File: config.mk
export PLATFORM = sky130hd
export DESIGN_NAME = brg_rst_init
export DESIGN_NICKNAME = d
export VERILOG_FILES = /design/src/rtl/brg_pkg.sv /design/src/rtl/brg_rst_sync.sv /design/src/rtl/brg_init_ctl.sv /design/src/rtl/brg_init_regs.sv /design/src/rtl/brg_rst_init.sv
export SDC_FILE = /design/constraint.sdc
export NUM_CORES = 1
export LEC_CHECK = 0
export BUFFER_PORTS_ARGS = -buffer_cell sky130_fd_sc_hd__buf_2
export CORE_MARGIN = 2
export CORE_UTILIZATION = 27
export CTS_CLUSTER_DIAMETER = 40
export DETAILED_ROUTE_END_ITERATION = 8
export PLACE_DENSITY = 0.91
export SYNTH_ARGS = -nofsm -noshare
export SYNTH_HDL_FRONTEND = slang
export SYNTH_SLANG_ARGS = --single-unit
File: constraint.sdc
create_clock -name clk -period 1.5 [get_ports clk]
set_input_delay 0.15 -clock clk [delete_from_list [all_inputs] [get_ports clk]]
set_output_delay 0.15 -clock clk [all_outputs]
set_load 0.05 [all_outputs]
File: src/rtl/brg_pkg.sv
package brg_pkg;
  typedef struct packed {
    logic icHostWr;
    logic icLocWr;
    logic cmdHostWr;
    logic loadDone;
  } regStrobe_t;
endpackage

File: src/rtl/brg_rst_sync.sv
module brg_rst_sync #(
  parameter int STAGES = 2
) (
  input  logic clk,
  input  logic arstN,
  output logic srstN
);
  logic [STAGES-1:0] chain;

  always_ff @(posedge clk or negedge arstN) begin
    if (!arstN) chain <= '0;
    else        chain <= {chain[STAGES-2:0], 1'b1};
  end

  assign srstN = chain[STAGES-1];
endmodule

File: src/rtl/brg_init_ctl.sv
module brg_init_ctl
  import brg_pkg::*;
#(
  parameter int ADDR_W = 8,
  parameter logic [ADDR_W-1:0] IC_OFFSET  = 8'hEC,
  parameter logic [ADDR_W-1:0] CMD_OFFSET = 8'h04
) (
  input  logic              hostRst,
  input  logic              locRst,
  input  logic              swReset,
  input  logic              initDone,
  input  logic              waitStrap,
  input  logic              hostWrEn,
  input  logic [ADDR_W-1:0] hostAddr,
  input  logic              locWrEn,
  input  logic [ADDR_W-1:0] locAddr,
  input  logic              eeLoadDone,
  output regStrobe_t        strb,
  output logic              hostRetry,
  output logic              locAccessEn,
  output logic              localRstOutN,
  output logic              rstHostCfg,
  output logic              rstRuntime,
  output logic              rstLocalCfg,
  output logic              rstLocalDma
);
  logic localSideRst;
  logic hostOk;

  always_comb begin
    localSideRst = hostRst | locRst | swReset;
    hostRetry    = waitStrap & ~initDone;
    hostOk       = ~hostRetry & ~hostRst;
    locAccessEn  = ~localSideRst;
    localRstOutN = ~localSideRst;
    rstHostCfg   = hostRst;
    rstRuntime   = hostRst;
    rstLocalCfg  = localSideRst;
    rstLocalDma  = localSideRst;

    strb.icHostWr  = hostOk & hostWrEn & (hostAddr == IC_OFFSET);
    strb.cmdHostWr = hostOk & hostWrEn & (hostAddr == CMD_OFFSET);
    strb.icLocWr   = locAccessEn & locWrEn & (locAddr == IC_OFFSET);
    strb.loadDone  = eeLoadDone;
  end
endmodule

File: src/rtl/brg_init_regs.sv
module brg_init_regs
  import brg_pkg::*;
#(
  parameter int DATA_W = 32,
  parameter int ADDR_W = 8,
  parameter int CMD_W  = 3,
  parameter logic [ADDR_W-1:0] IC_OFFSET  = 8'hEC,
  parameter logic [ADDR_W-1:0] CMD_OFFSET = 8'h04
) (
  input  logic              clk,
  input  logic              hostRst,
  input  logic              locRst,
  input  regStrobe_t        strb,
  input  logic              locAccessEn,
  input  logic [ADDR_W-1:0] hostAddr,
  input  logic [DATA_W-1:0] hostWrData,
  input  logic [ADDR_W-1:0] locAddr,
  input  logic [DATA_W-1:0] locWrData,
  output logic              initDone,
  output logic              swReset,
  output logic              reloadBit,
  output logic [CMD_W-1:0]  cmdEnables,
  output logic [DATA_W-1:0] hostRdData,
  output logic [DATA_W-1:0] locRdData
);
  localparam int DONE_BIT = DATA_W - 1;
  localparam int SWR_BIT  = DATA_W - 2;
  localparam int RLD_BIT  = DATA_W - 3;

  logic reloadSet;
  logic [DATA_W-1:0] icWord;
  logic [DATA_W-1:0] cmdWord;
  logic unusedData;

  assign unusedData = ^{hostWrData, locWrData};
  assign reloadSet = (strb.icHostWr & hostWrData[RLD_BIT]) |
                     (strb.icLocWr  & locWrData[RLD_BIT]);

  always_ff @(posedge clk or posedge hostRst) begin
    if (hostRst) begin
      initDone <= 1'b0;
    end else if (locRst) begin
      initDone <= 1'b0;
    end else if (strb.icLocWr && locWrData[DONE_BIT]) begin
      initDone <= 1'b1;
    end
  end

  always_ff @(posedge clk or posedge hostRst) begin
    if (hostRst) begin
      swReset    <= 1'b0;
      reloadBit  <= 1'b0;
      cmdEnables <= '0;
    end else begin
      if (strb.icHostWr)  swReset    <= hostWrData[SWR_BIT];
      if (strb.cmdHostWr) cmdEnables <= hostWrData[CMD_W-1:0];
      if (reloadSet)          reloadBit <= 1'b1;
      else if (strb.loadDone) reloadBit <= 1'b0;
    end
  end

  always_comb begin
    icWord           = '0;
    icWord[DONE_BIT] = initDone;
    icWord[SWR_BIT]  = swReset;
    icWord[RLD_BIT]  = reloadBit;
    cmdWord              = '0;
    cmdWord[CMD_W-1:0]   = cmdEnables;

    if (hostAddr == IC_OFFSET)       hostRdData = icWord;
    else if (hostAddr == CMD_OFFSET) hostRdData = cmdWord;
    else                             hostRdData = '0;

    if (locAccessEn && locAddr == IC_OFFSET) locRdData = icWord;
    else                                     locRdData = '0;
  end
endmodule

File: src/rtl/brg_rst_init.sv
module brg_rst_init
  import brg_pkg::*;
#(
  parameter int DATA_W      = 32,
  parameter int ADDR_W      = 8,
  parameter int SYNC_STAGES = 2,
  parameter logic [ADDR_W-1:0] IC_OFFSET  = 8'hEC,
  parameter logic [ADDR_W-1:0] CMD_OFFSET = 8'h04
) (
  input  logic              clk,
  input  logic              hostRstN,
  input  logic              localRstInN,
  input  logic              waitStrap,
  input  logic              hostWrEn,
  input  logic [ADDR_W-1:0] hostAddr,
  input  logic [DATA_W-1:0] hostWrData,
  output logic [DATA_W-1:0] hostRdData,
  input  logic              locWrEn,
  input  logic [ADDR_W-1:0] locAddr,
  input  logic [DATA_W-1:0] locWrData,
  output logic [DATA_W-1:0] locRdData,
  input  logic              eeLoadDone,
  output logic              eeReloadReq,
  output logic              localRstOutN,
  output logic              rstHostCfg,
  output logic              rstRuntime,
  output logic              rstLocalCfg,
  output logic              rstLocalDma,
  output logic              locAccessEn,
  output logic              hostRetry,
  output logic [2:0]        cmdEnables
);
  localparam int NUM_SRC = 2;
  localparam int CMD_W   = 3;

  logic [NUM_SRC-1:0] asyncRstN;
  logic [NUM_SRC-1:0] syncRstN;
  logic hostRst, locRst;
  logic initDone, swReset, reloadBit;
  regStrobe_t strb;

  // source 0: host reset; source 1: local reset, also forced by host reset
  assign asyncRstN[0] = hostRstN;
  assign asyncRstN[1] = hostRstN & localRstInN;

  for (genvar g = 0; g < NUM_SRC; g++) begin : g_sync
    brg_rst_sync #(.STAGES(SYNC_STAGES)) u_sync (
      .clk  (clk),
      .arstN(asyncRstN[g]),
      .srstN(syncRstN[g])
    );
  end

  assign hostRst     = ~syncRstN[0];
  assign locRst      = ~syncRstN[1];
  assign eeReloadReq = reloadBit;

  brg_init_ctl #(
    .ADDR_W(ADDR_W), .IC_OFFSET(IC_OFFSET), .CMD_OFFSET(CMD_OFFSET)
  ) u_ctl (
    .hostRst     (hostRst),
    .locRst      (locRst),
    .swReset     (swReset),
    .initDone    (initDone),
    .waitStrap   (waitStrap),
    .hostWrEn    (hostWrEn),
    .hostAddr    (hostAddr),
    .locWrEn     (locWrEn),
    .locAddr     (locAddr),
    .eeLoadDone  (eeLoadDone),
    .strb        (strb),
    .hostRetry   (hostRetry),
    .locAccessEn (locAccessEn),
    .localRstOutN(localRstOutN),
    .rstHostCfg  (rstHostCfg),
    .rstRuntime  (rstRuntime),
    .rstLocalCfg (rstLocalCfg),
    .rstLocalDma (rstLocalDma)
  );

  brg_init_regs #(
    .DATA_W(DATA_W), .ADDR_W(ADDR_W), .CMD_W(CMD_W),
    .IC_OFFSET(IC_OFFSET), .CMD_OFFSET(CMD_OFFSET)
  ) u_regs (
    .clk        (clk),
    .hostRst    (hostRst),
    .locRst     (locRst),
    .strb       (strb),
    .locAccessEn(locAccessEn),
    .hostAddr   (hostAddr),
    .hostWrData (hostWrData),
    .locAddr    (locAddr),
    .locWrData  (locWrData),
    .initDone   (initDone),
    .swReset    (swReset),
    .reloadBit  (reloadBit),
    .cmdEnables (cmdEnables),
    .hostRdData (hostRdData),
    .locRdData  (locRdData)
  );
endmodule

# Word level (Yosys, flattened, before mapping)
# Index checks and enable logic that the tools add are counted.
# W data, S select, Z words.
# totals
regBits	10
output_inout_bits	75
word_cells	38
# classes
n_eq_ne	4
n_mux	7
bitwise_logic	18
n_reduce_logical	3
# op_table
operator	count
$mux W32	2
$eq A8 B8 Y1 const B	2
$and A1 B1 Y1	10
$eq A8 B3 Y1 const B	1
$not A1 Y1	5
$mux W1	4
$mux W3	1
$or A1 B1 Y1	3
$logic_and A1 B1 Y1	2
$ne A2 B1 Y1 const B	1
$reduce_bool A2 Y1	1

# Depth between registers and ports, before layout
# depth
ltp_word	9
mapped_depth	6
ltp_nobuf	6

# Hierarchy
# Synthesis repeated with hierarchy kept, for this count alone.
# hier_totals
cells_unflattened	117
hier_area_um2	1054.8
# modules_own_cells
module	n_inst	cells_each	area_each_um2	seq_area_each_um2
brg_init_regs	1	90	794.5	150.1
brg_init_ctl	1	18	138.9	0.0
brg_rst_sync	2	3	53.8	50.0
brg_rst_init	1	3	13.8	0.0

# Worst setup path after synthesis
# Ideal clock, no wire load.
# synth_path
path_type	flip-flop to output port
startpoint	register g_sync[0].u_sync.chain[1]
endpoint	output port locRdData[29]
arrival_ns	2.631
setup_slack_ns	-1.281
stages_incl_launch_ff	6
path_buffers	0
path_cell_list	dfrtp_1 -> nand2_1 -> nor2_1 -> inv_1 -> nor3_1 -> and2_1
# synth_via
elab_chain_cells	6
# synth_lines
item	line_no	rtl
from (decl)	brg_rst_sync.sv:8	logic [STAGES-1:0] chain;
from (signal assigned)	brg_rst_sync.sv:12	else chain <= {chain[STAGES-2:0], 1'b1};
$not A1 Y1	brg_rst_init.sv:54	assign hostRst = ~syncRstN[0];
$or A1 B1 Y1 (2 in a row)	brg_init_ctl.sv:31	localSideRst = hostRst | locRst | swReset;
$not A1 Y1	brg_init_ctl.sv:34	locAccessEn = ~localSideRst;
named net locAccessEn	brg_rst_init.sv:29	output logic locAccessEn,
$logic_and A1 B1 Y1	brg_init_regs.sv:74	if (locAccessEn && locAddr == IC_OFFSET) locRdData = icWord;
$mux W32	brg_init_regs.sv:74	
to (decl)	brg_rst_init.sv:21	output logic [DATA_W-1:0] locRdData,
# The timed path passes the listed nets, and every way through them passes these cells.

# Final worst setup path
# layout_path
startpoint	register g_sync[1].u_sync.chain[1]
endpoint	output port locRdData[29]
# layout_via
elab_chain_cells	6
# layout_lines
item	line_no	rtl
from (decl)	brg_rst_sync.sv:8	
from (signal assigned)	brg_rst_sync.sv:12	
$not A1 Y1	brg_rst_init.sv:55	assign locRst = ~syncRstN[1];
$or A1 B1 Y1 (2 in a row)	brg_init_ctl.sv:31	
$not A1 Y1	brg_init_ctl.sv:34	
$logic_and A1 B1 Y1	brg_init_regs.sv:74	
$mux W32	brg_init_regs.sv:74	
# No other way between the ends.

==> metrics.txt <==
fillcell total 382; nets 251; Max Freq 635 MHz; share of layout cells above drive strength 1 46.6%; worst path required time 1.35 ns; Tcrit/Tclk final 105%; clock latency on the worst-skew pair 0.26 ns; I/O pin count 162; DP Worst Slack -0.195 ns; total CTS buffers 3; Area Growth Syn to Fin 28.3%; crit path max-delay cell type dfrtp_1; Pre-Repair DR Iteration Count 4; Synth Cell Area 953 um2; placed inst area 1080 um2; area leader, netlist buf_4; Async SR Flop Fraction 100%; first-pass GRT wire length 2540 um; number of global-route vias before repair 604; via count 702; Non-Filler Instances 209; RSZ-0062 raised after global routing true; status finished, violations left; Final Hold Fails 0; Avg Inst Size Synth 8.91 um2; Setup WS post-layout -0.0759 ns; row count 21; drt via density 3.36; Netlist cell types 19; Final Max Slew Viols 0; CP Launch Type register; maximum level of the CTS H-tree 1; post-synth top area share 46.5%; clock tree root driver cell clkbuf_4; die area 4020 um2; final instance area 1220 um2; Final Hold Slack 0.117 ns; crit path DAT 1.43 ns; highest metal used met3; top post-synthesis cells by area buf_4 46%, dfrtp_1 26%, and2_1 5.9%, mux2_2 4.7%, nor4_4 2.2%; CTS sink count 10; overall power 0.958 mW; DR DRC count 0; pwr dens 783 nW/um2; sequential fraction of the synthesis area 26.2%; top-count cell post-synth buf_4; worst hold path class in -> reg; Main synth FF type dfrtp_1; hpwl dp 1560 um; Worst-path clk slew 0.07 ns; top cells by count, synth 59 x buf_4, 10 x dfrtp_1, 9 x and2_1; clock tree buffer depth 2; met2 WL 841 um; GR Util All Layers 8.14%; crit end category primary output; Post-synth EDFFs 0; drt initial violations 4; worst vdd ir 0.000567 V; LEAKAGE 0.704 nW; Cell Count Post-Placement 201; met1 wire length 630 um; violated checks setup timing; Die X 63.4 um; Finished Core Util 36.4%; Die Y 63.4 um; Max FO, Critical Path 4; gr ovfl total 0; Placer Congestion 0.671; Setup Total Neg Slack -0.149 ns; initial antenna violation count 0; Crit Path Class reg -> out; CP Cell Sequence nand2_2, nor2_4, clkinvlp_4, nor3_4, and2_4, buf_8; Buffers on Ports 48; largest net degree at the start of global routing 9; CTS tree built; Yosys warnings 0; Max stage delay on crit path 0.36 ns; Max-cap violations 0; Core Area 3360 um2; routed len/inst 8.43 um; WL met3 290 um; FF+latch count, synth 10; cell count after synthesis 107; Initial Util 28.3%; CP bufs+invs 2; ANT cells 0; min cycle time layout 1.58 ns; clock skew 0.00749 ns; Final Routed Wirelength 1760 um; endpoints failing setup 2; CP top delay family simple AND/OR/NAND/NOR gates; DRT antenna net count 0
==> path summary, 6_finish.rpt <==
kind	startpoint	end	slack, ns	depth (start not counted)
worst max-delay path	g_sync[1].u_sync.chain[1]	locRdData[29]	-0.08	6
worst min-delay path	hostWrData[0]	u_regs.cmdEnables[0]	0.12	2
worst max register to register	g_sync[0].u_sync.chain[1]	u_regs.cmdEnables[2]	0.13	4
worst min register to register	g_sync[0].u_sync.chain[1]	u_regs.cmdEnables[0]	0.19	1
max in group asynchronous	hostRstN	g_sync[1].u_sync.chain[0]	1.02	3
min in group asynchronous	g_sync[0].u_sync.chain[1]	u_regs.cmdEnables[0]	0.19	1
==> sequential cells by signal, summed over array words and instances (netlist names) <==
signal               flops
u_regs.reloadBit         1
u_regs.cmdEnables        3
u_regs.swReset           1
g_sync.u_sync.chain      4
u_regs.initDone          1
==> repair_timing <==
action	4_1_cts	5_1_grt
endpoints found under the setup margin	8	12
gates resized for setup	14	11
pin swaps	1	3
gates cloned	0	0
endpoints found under the hold margin	4	0
hold buffers	2	0
buffers inserted	1	1
==> worst reg2reg max path: stages (launching register included) <==
cell,delay (ns)
dfrtp_2,0.36
buf_4,0.16
nand2_1,0.11
nor4_4,0.24
mux2_2,0.38
==> layer usage <==
metal | global-route usage (%) | up-vias
met5 | 0 | -
met4 | 0.815 | 0
met3 | 5.71 | 0
met2 | 14.1 | 55
met1 | 8.28 | 310
li1 | - | 337
==> layout by cell type (no fill, tap or decap), drive strengths merged, types with 2 or more instances in the layout <==
cell	synthesis	final
nand3	3	3
mux2	4	4
dlygate4sd3	0	2
buf	59	51
nor2b	2	2
and2	9	9
conb	2	58
nand2	3	3
dfrtp	10	10
nor2	4	4
clkbuf	0	6
==> logic make-up after synthesis <==
group	after synthesis	share of synthesized area, %
other cells	2	0.788
simple gates	29	20.3
buf+inv	61	47.2
compound gates	1	0.657
mux	4	4.72
flops	10	26.2
==> final cells by class <==
class | instances | area [um2] | area share, %
Timing Repair Buffer | 55 | 358 | 29.2
Tap cell | 46 | 57.6 | 4.70
Multi-Input combinational cell | 92 | 509 | 41.6
Inverter | 2 | 11.3 | 0.920
Clock buffer | 4 | 36.3 | 2.97
Sequential cell | 10 | 251 | 20.6
==> report_power, final <==
part	switching, mW	total, mW	internal [mW]
Clock	0.0899	0.237	0.147
Combinational	0.381	0.440	0.0591
Sequential	0.00388	0.281	0.277
Total	0.475	0.958	0.483
Power figures use the tool's default switching activity.
